`config.mk`:
```
export PLATFORM = sky130hd
export DESIGN_NAME = class_action_resolver
export DESIGN_NICKNAME = d
export VERILOG_FILES = /design/src/rtl/class_action_resolver.sv
export SDC_FILE = /design/constraint.sdc
export NUM_CORES = 1
export LEC_CHECK = 0
export CORE_ASPECT_RATIO = 0.9
export CORE_MARGIN = 4
export CORE_UTILIZATION = 50
export CTS_CLUSTER_DIAMETER = 100
export DETAILED_ROUTE_END_ITERATION = 7
export DONT_BUFFER_PORTS = 1
export PLACE_DENSITY = 0.71
export SYNTH_ARGS = -nofsm -noshare
export SYNTH_HDL_FRONTEND = slang
export SYNTH_SLANG_ARGS = --single-unit
```
`constraint.sdc`:
```
create_clock -name clk -period 0.8 [get_ports clk]
set_input_delay 0.08 -clock clk [delete_from_list [all_inputs] [get_ports clk]]
set_output_delay 0.08 -clock clk [all_outputs]
set_load 0.01 [all_outputs]
```
`src/rtl/class_action_resolver.sv`:
```
module class_action_resolver #(
  parameter int NPORT = 8,
  parameter int TCW   = 4,
  parameter int MIDW  = 5,
  localparam int PW   = (NPORT > 1) ? $clog2(NPORT) : 1
) (
  input  logic             clk,
  input  logic             rst_n,
  input  logic             valid_i,
  input  logic             hit_i,
  input  logic [2:0]       snoop_act_i,
  input  logic [3:0]       fwd_act_i,
  input  logic [NPORT-1:0] alt_map_i,
  input  logic [1:0]       learn_act_i,
  input  logic [1:0]       tc_act_i,
  input  logic [TCW-1:0]   alt_tc_i,
  input  logic [1:0]       meter_act_i,
  input  logic [MIDW-1:0]  meter_id_i,
  input  logic [1:0]       irq_act_i,
  input  logic [1:0]       tstamp_act_i,
  input  logic [1:0]       crit_act_i,
  input  logic [1:0]       xstate_act_i,
  input  logic [1:0]       xvlan_act_i,
  input  logic [NPORT-1:0] base_map_i,
  input  logic [NPORT-1:0] cvlan_map_i,
  input  logic [TCW-1:0]   cos_tc_i,
  input  logic [PW-1:0]    cpu_port_i,
  input  logic             learn_dflt_i,
  input  logic             egr_left_i,
  output logic             valid_o,
  output logic [NPORT-1:0] port_map_o,
  output logic             learn_o,
  output logic [TCW-1:0]   tc_o,
  output logic             mtr_a_en_o,
  output logic [MIDW-1:0]  mtr_a_id_o,
  output logic             mtr_b_en_o,
  output logic [MIDW-1:0]  mtr_b_id_o,
  output logic             mcast_o,
  output logic [2:0]       snoop_o,
  output logic             irq_o,
  output logic             tstamp_o,
  output logic             crit_o,
  output logic             xstate_o,
  output logic             xvlan_o
);

  localparam logic [1:0] CODE_ON = 2'd2;

  logic [NPORT-1:0] dflt_map, cpu_map, map_d;
  logic [3:0]       fwd_eff;
  logic             mcast_d, learn_d;
  logic [TCW-1:0]   tc_d;
  logic             ma_en_d, mb_en_d;

  assign dflt_map = base_map_i & cvlan_map_i;
  assign cpu_map  = {{(NPORT-1){1'b0}}, 1'b1} << cpu_port_i;
  assign fwd_eff  = (hit_i && snoop_act_i == 3'd0) ? fwd_act_i : 4'd0;

  always_comb begin
    case (fwd_eff)
      4'd2:    map_d = '0;
      4'd3:    map_d = cpu_map;
      4'd4:    map_d = alt_map_i;
      4'd7:    map_d = base_map_i & alt_map_i;
      4'd8:    map_d = dflt_map & alt_map_i;
      default: map_d = dflt_map;
    endcase
  end

  assign mcast_d = (fwd_eff == 4'd5) || (fwd_eff == 4'd6);

  always_comb begin
    if (!hit_i) learn_d = learn_dflt_i;
    else begin
      case (learn_act_i)
        2'd1:    learn_d = egr_left_i && (map_d != '0);
        2'd2:    learn_d = 1'b0;
        2'd3:    learn_d = 1'b1;
        default: learn_d = learn_dflt_i;
      endcase
    end
  end

  assign tc_d    = (hit_i && tc_act_i == CODE_ON) ? alt_tc_i : cos_tc_i;
  assign ma_en_d = hit_i && meter_act_i[1];
  assign mb_en_d = hit_i && meter_act_i == 2'd3;

  always_ff @(posedge clk or negedge rst_n) begin
    if (!rst_n) begin
      valid_o    <= 1'b0;
      port_map_o <= '0;
      learn_o    <= 1'b0;
      tc_o       <= '0;
      mtr_a_en_o <= 1'b0;
      mtr_a_id_o <= '0;
      mtr_b_en_o <= 1'b0;
      mtr_b_id_o <= '0;
      mcast_o    <= 1'b0;
      snoop_o    <= '0;
      irq_o      <= 1'b0;
      tstamp_o   <= 1'b0;
      crit_o     <= 1'b0;
      xstate_o   <= 1'b0;
      xvlan_o    <= 1'b0;
    end else begin
      valid_o    <= valid_i;
      port_map_o <= map_d;
      learn_o    <= learn_d;
      tc_o       <= tc_d;
      mtr_a_en_o <= ma_en_d;
      mtr_a_id_o <= ma_en_d ? meter_id_i : '0;
      mtr_b_en_o <= mb_en_d;
      mtr_b_id_o <= mb_en_d ? meter_id_i + 1'b1 : '0;
      mcast_o    <= mcast_d;
      snoop_o    <= hit_i ? snoop_act_i : 3'd0;
      irq_o      <= hit_i && irq_act_i == CODE_ON;
      tstamp_o   <= hit_i && tstamp_act_i == CODE_ON;
      crit_o     <= hit_i && crit_act_i == CODE_ON;
      xstate_o   <= hit_i && xstate_act_i == CODE_ON;
      xvlan_o    <= hit_i && xvlan_act_i == CODE_ON;
    end
  end

  assert_miss_default_R1: assert property (@(posedge clk) disable iff (!rst_n)
    valid_o && $past(!hit_i) |-> learn_o == $past(learn_dflt_i) && tc_o == $past(cos_tc_i) && !mtr_a_en_o && !irq_o);

  assert_learn_forced_R2: assert property (@(posedge clk) disable iff (!rst_n)
    valid_o && $past(hit_i && learn_act_i[1]) |-> learn_o == $past(learn_act_i[0]));

  assert_discard_empty_R4: assert property (@(posedge clk) disable iff (!rst_n)
    valid_o && $past(hit_i && snoop_act_i == 3'd0 && fwd_act_i == 4'd2) |-> port_map_o == '0);

  assert_cpu_single_R5: assert property (@(posedge clk) disable iff (!rst_n)
    valid_o && $past(hit_i && snoop_act_i == 3'd0 && fwd_act_i == 4'd3 && cpu_port_i < NPORT)
    |-> $countones(port_map_o) == 1);

  assert_snoop_no_mcast_R10: assert property (@(posedge clk) disable iff (!rst_n)
    snoop_o != 3'd0 |-> !mcast_o);

  assert_meter_pair_R12: assert property (@(posedge clk) disable iff (!rst_n)
    mtr_b_en_o |-> mtr_a_en_o && mtr_b_id_o == MIDW'(mtr_a_id_o + 1'b1));

  assert_valid_follow_R14: assert property (@(posedge clk) disable iff (!rst_n)
    valid_o == $past(valid_i));

endmodule

```
### Word-level counts from Yosys, hierarchy flattened

Index checks and enable logic that the tools add are counted.

* add/sub/neg operators: 1
* equal/unequal tests: 17
* shift operators: 1
* mux-type cells: 8
* bitwise gates (word level): 3
* reductions and logical operators: 13

Operator list (count)
* $pmux 8 s5: 1
* $and 8x8->8: 3
* $eq 2x2->1 const B: 9
* $eq 4x3->1 const B: 4
* $logic_and 1x1->1: 10
* $mux 5: 2
* $eq 4x2->1 const B: 2
* $mux 4: 2
* $reduce_bool 8->1: 1
* $shl 1x3->8 const A: 1
* $add 5x1->5 const B: 1
* $eq 4x4->1 const B: 1
* $logic_not 3->1: 1
* $mux 3: 1
* $pmux 1 s3: 1
* $eq 2x1->1 const B: 1
* $logic_or 1x1->1: 1
* $mux 1: 1

* register bits: 35
* input bits: 69
* output and inout port bits: 35
* logic and storage cells: 58

### Depth between registers and ports, before layout

* depth after elaboration: 9
* depth in mapped cells: 9
* gate-level depth less buffers: 7

### Least setup slack after synthesis

OpenSTA, ideal clock, no wires.

* kind: input to register
* from: in fwd_act_i[0]
* to: reg learn_o
* setup time: 126 ps
* arrival: 2040 ps
* data required time: 674 ps
* slack: -1366 ps
* stages: 9
* path buffers: 2
* cells stage by stage: buf_6 -> or3b_1 -> buf_2 -> o311a_1 -> o22ai_2 -> a32oi_1 -> or4_1 -> nor4b_2 -> o21ai_1

* word-level cells in the longest chain between the ends: 7
* elaborated cells on any way between the ends: 11
* those cells by class: eq/ne (5); mux (4); reduce/logical (2)

Ends and longest elaborated chain
* start: declaration: line 12 `input logic [3:0] fwd_act_i,`
* $mux 4 (*): line 57 `assign fwd_eff = (hit_i && snoop_act_i == 3'd0) ? fwd_act_i : 4'd0;`
* $eq 4x4->1 (tied with other cells): line 60 `case (fwd_eff)`
* $pmux 8 s5 (*): line 60
* net map_d[7]: line 49 `logic [NPORT-1:0] dflt_map, cpu_map, map_d;`
* $reduce_bool 8->1 (*): line 76 `2'd1: learn_d = egr_left_i && (map_d != '0);`
* $logic_and 1x1->1 (*): line 76
* $pmux 1 s3 (*): line 75 `case (learn_act_i)`
* $mux 1 (*): line 73 `if (!hit_i) learn_d = learn_dflt_i;`
* net learn_d: line 51 `logic mcast_d, learn_d;`
* end signal: assignment: line 108 `learn_o <= learn_d;`
* end: declaration: line 32 `output logic learn_o,`

Mark *: on every way through the listed nets, which the timed path passes. The rest lies on a longest branch.

### Final worst setup path

Same ends and word-level chain as after synthesis.

==> flow_metrics.env <==
export IMPL_rsz0062_at_grt="true"
export IMPL_ys_ff_latch=35
export IMPL_place_hpwl_um=3470
export IMPL_syn_area_per_cell_um2=11.2
export IMPL_post_drt_wl_per_cell_um=20.6
export IMPL_track_usage_pct=24.9
export IMPL_synth_area_leaders="dfrtp_1 (52%), o311a_1 (4.1%), nand2_1 (3.3%), mux2_2 (2.7%), a32oi_1 (2.6%)"
export IMPL_cts_made_buffers=5
export IMPL_seq_area_frac_synth_pct=51.5
export IMPL_utilization_pct=77.4
export IMPL_critical_path_class="primary input to flip-flop"
export IMPL_end_kind="flip-flop"
export IMPL_antenna_found_initial=0
export IMPL_worst_ir_drop_vdd_v=0.00119
export IMPL_tns_ns=-5.42
export IMPL_n_antenna_cell=0
export IMPL_io_buffers=0
export IMPL_routed_wl_um=5170
export IMPL_grt_overflow_total=0
export IMPL_dieArea_mm2=0.00440
export IMPL_cap_violations=0
export IMPL_place_ws_ns=-1.40
export IMPL_ioPinCount=104
export IMPL_min_path_type="primary input to asynchronous set/reset pin"
export IMPL_start_kind="primary input"
export IMPL_core_mm2=0.00316
export IMPL_grt_max_degree=36
export IMPL_vias=1520
export IMPL_cts_hold_fix_buffers=35
export IMPL_synth_top_area_share_pct=51.5
export IMPL_slew_headroom_pct=73.8
export IMPL_timing_final_hold_violations=35
export IMPL_powerDensity_mw_per_mm2=1560
export IMPL_fin_crit_ns=1.78
export IMPL_setup_ws_ns=-0.982
export IMPL_ant_nets=0
export IMPL_fp_dieW_um=69.4
export IMPL_crit_required_ns=0.97
export IMPL_nets=278
export IMPL_slew_violations=0
export IMPL_setup_viol=9
export IMPL_syn_cell_area_mm2=0.00170
export IMPL_synthesis_nets=222
export IMPL_start_util_pct=53.7
export IMPL_firstDrtPassIters=4
export IMPL_gp_congestion=0.888
export IMPL_drt_iter0_drc=67
export IMPL_critPathMaxFanout=10
export IMPL_htreeDepth=2
export IMPL_clock_path_buffers=2
export IMPL_tritoncts="done"
export IMPL_violations="hold timing, setup timing"
export IMPL_yosys_area_top_type="dfrtp_1"
export IMPL_clockRootBuffer="clkbuf_8"
export IMPL_grt_pass1_wl_um=8520
export IMPL_drive_gt1_share_pct=26.3
export IMPL_die_y_um=63.3
export IMPL_synth_warnings=0
export IMPL_clk_pin_slew_ns=0.07
export IMPL_max_freq_mhz=561
export IMPL_worst_hold_slack_ns=-0.521
export IMPL_routed_via_density=6.06
export IMPL_syn_inst=152
export IMPL_worst_pin_slew_ns=0.391
export IMPL_arrival_ns=1.95
export IMPL_p_leak_nw=1.12
export IMPL_synth_cell_types=43
export IMPL_synthToLayoutAreaGrowth_pct=44.0
export IMPL_drcViolationCount=0
export IMPL_period_share_pct=223
export IMPL_grt_pass1_vias=1639
export IMPL_outcome="complete, but fails checks"
export IMPL_clkSinkCount=35
export IMPL_fp_row_count=19
flip-flops by register name, indices dropped and copies added (netlist names), 3 cells and up:
signal	flops
mtr_a_id_o	5
snoop_o	3
tc_o	4
mtr_b_id_o	5
port_map_o	8
layer usage:
layer  part of all wire (%)  vias to the layer above  GRT usage, %
li1                       -                      685             -
met1                     37                      724          29.2
met2                     50                       98          40.7
met3                     11                       13          10.2
met4                    2.2                        0          10.0
met5                      0                        -             0
critical path, cell delays in order:
cell and delay, ns:
or3b_4 0.42, o311a_1 0.32, o22ai_2 0.10, a32oi_1 0.13, or4_4 0.57, nor4b_4 0.25, o21ai_1 0.08
synth_stat cells (all sizes together):
cell type,count
a21oi,1
nor2,5
or3b,2
dfrtp,35
nand3,5
a211o,1
clkbuf,5
a22oi,4
and3b,5
or4,1
nand4,2
a221o,1
ha,1
and3,7
or4b,1
a32oi,5
o31a,1
and2,5
nor2b,2
nand4b,1
o22ai,7
nor3,4
o21ai,4
xnor2,3
nor3b,2
inv,1
mux2,4
nor4,2
nand3b,2
buf,4
o2111a,1
o311a,7
xor2,2
nand2b,1
nand2,15
nor4b,3
per-stage QoR:
stage               cell area [um2]  total power [mW]  cells  hold WS [ns]
floorplan                      1770              2.26    152        -0.216
global placement               1890              2.31    205        -0.215
detailed placement             1890              2.33    205        -0.215
CTS                            2420              3.82    251        -0.529
global route                   2450              4.03    251        -0.550
finish                         2450              3.82    251        -0.521
repair_timing:
action | in CTS | in global routing
hold endpoints to repair | 62 | 35
setup endpoints to repair | 9 | 50
resized for setup | 11 | 9
pin swaps | 9 | 3
setup buffers | 4 | 0
kinds of logic (layout without fill, tap and decap cells):
family                     after synthesis  after routing  share of synthesized area, %
DFF                                     35             35                          51.5
buffers and inverters                   10             67                          3.02
and+or+nand+nor                         65             65                          23.6
adders and majority gates                1              1                         0.736
AOI/OAI and AO/OA                       32             32                          15.8
muxes                                    4              4                          2.65
xor gates and xnor gates                 5              5                          2.58
worst max path at each step:
stage,from,to,slack (ns)
after detailed placement,fwd_act_i[1],learn_o$_DFF_PN0_,-1.40
after CTS,fwd_act_i[0],learn_o$_DFF_PN0_,-0.95
after floorplan,fwd_act_i[0],learn_o$_DFF_PN0_,-1.35
after global placement,fwd_act_i[1],learn_o$_DFF_PN0_,-1.34
final,fwd_act_i[0],learn_o$_DFF_PN0_,-0.98
after global routing,fwd_act_i[0],learn_o$_DFF_PN0_,-1.04
layout by cell type, fill, tap and decap left out, drive strengths merged, types with 2 or more instances in the layout:
cell,instances
nor3,4
a22oi,4
nand4,2
nand2,15
o311a,7
nor2,5
xnor2,3
clkbuf,8
nand3b,2
dfrtp,35
and3b,5
and2,5
nor4,2
o22ai,7
and3,7
nor2b,2
mux2,4
o21ai,4
nand3,5
buf,23
dlygate4sd3,33
xor2,2
a32oi,5
nor4b,3
or3b,2
nor3b,2
where the power goes:
part | internal [mW] | switching [mW]
clock | 0.704 | 0.599
sequential | 1.86 | 0.0853
combinational | 0.355 | 0.219
area by class of cell:
cell class	instances	area, um2
multi-input cells	107	892
fillers	208	714
well taps	42	52.6
clock buffers	7	86.3
flip-flops and latches	35	876
clock inverters	1	8.76
repair buffers	58	528
inverters	1	3.75
Note: power is estimated with default switching activity, not from simulation.
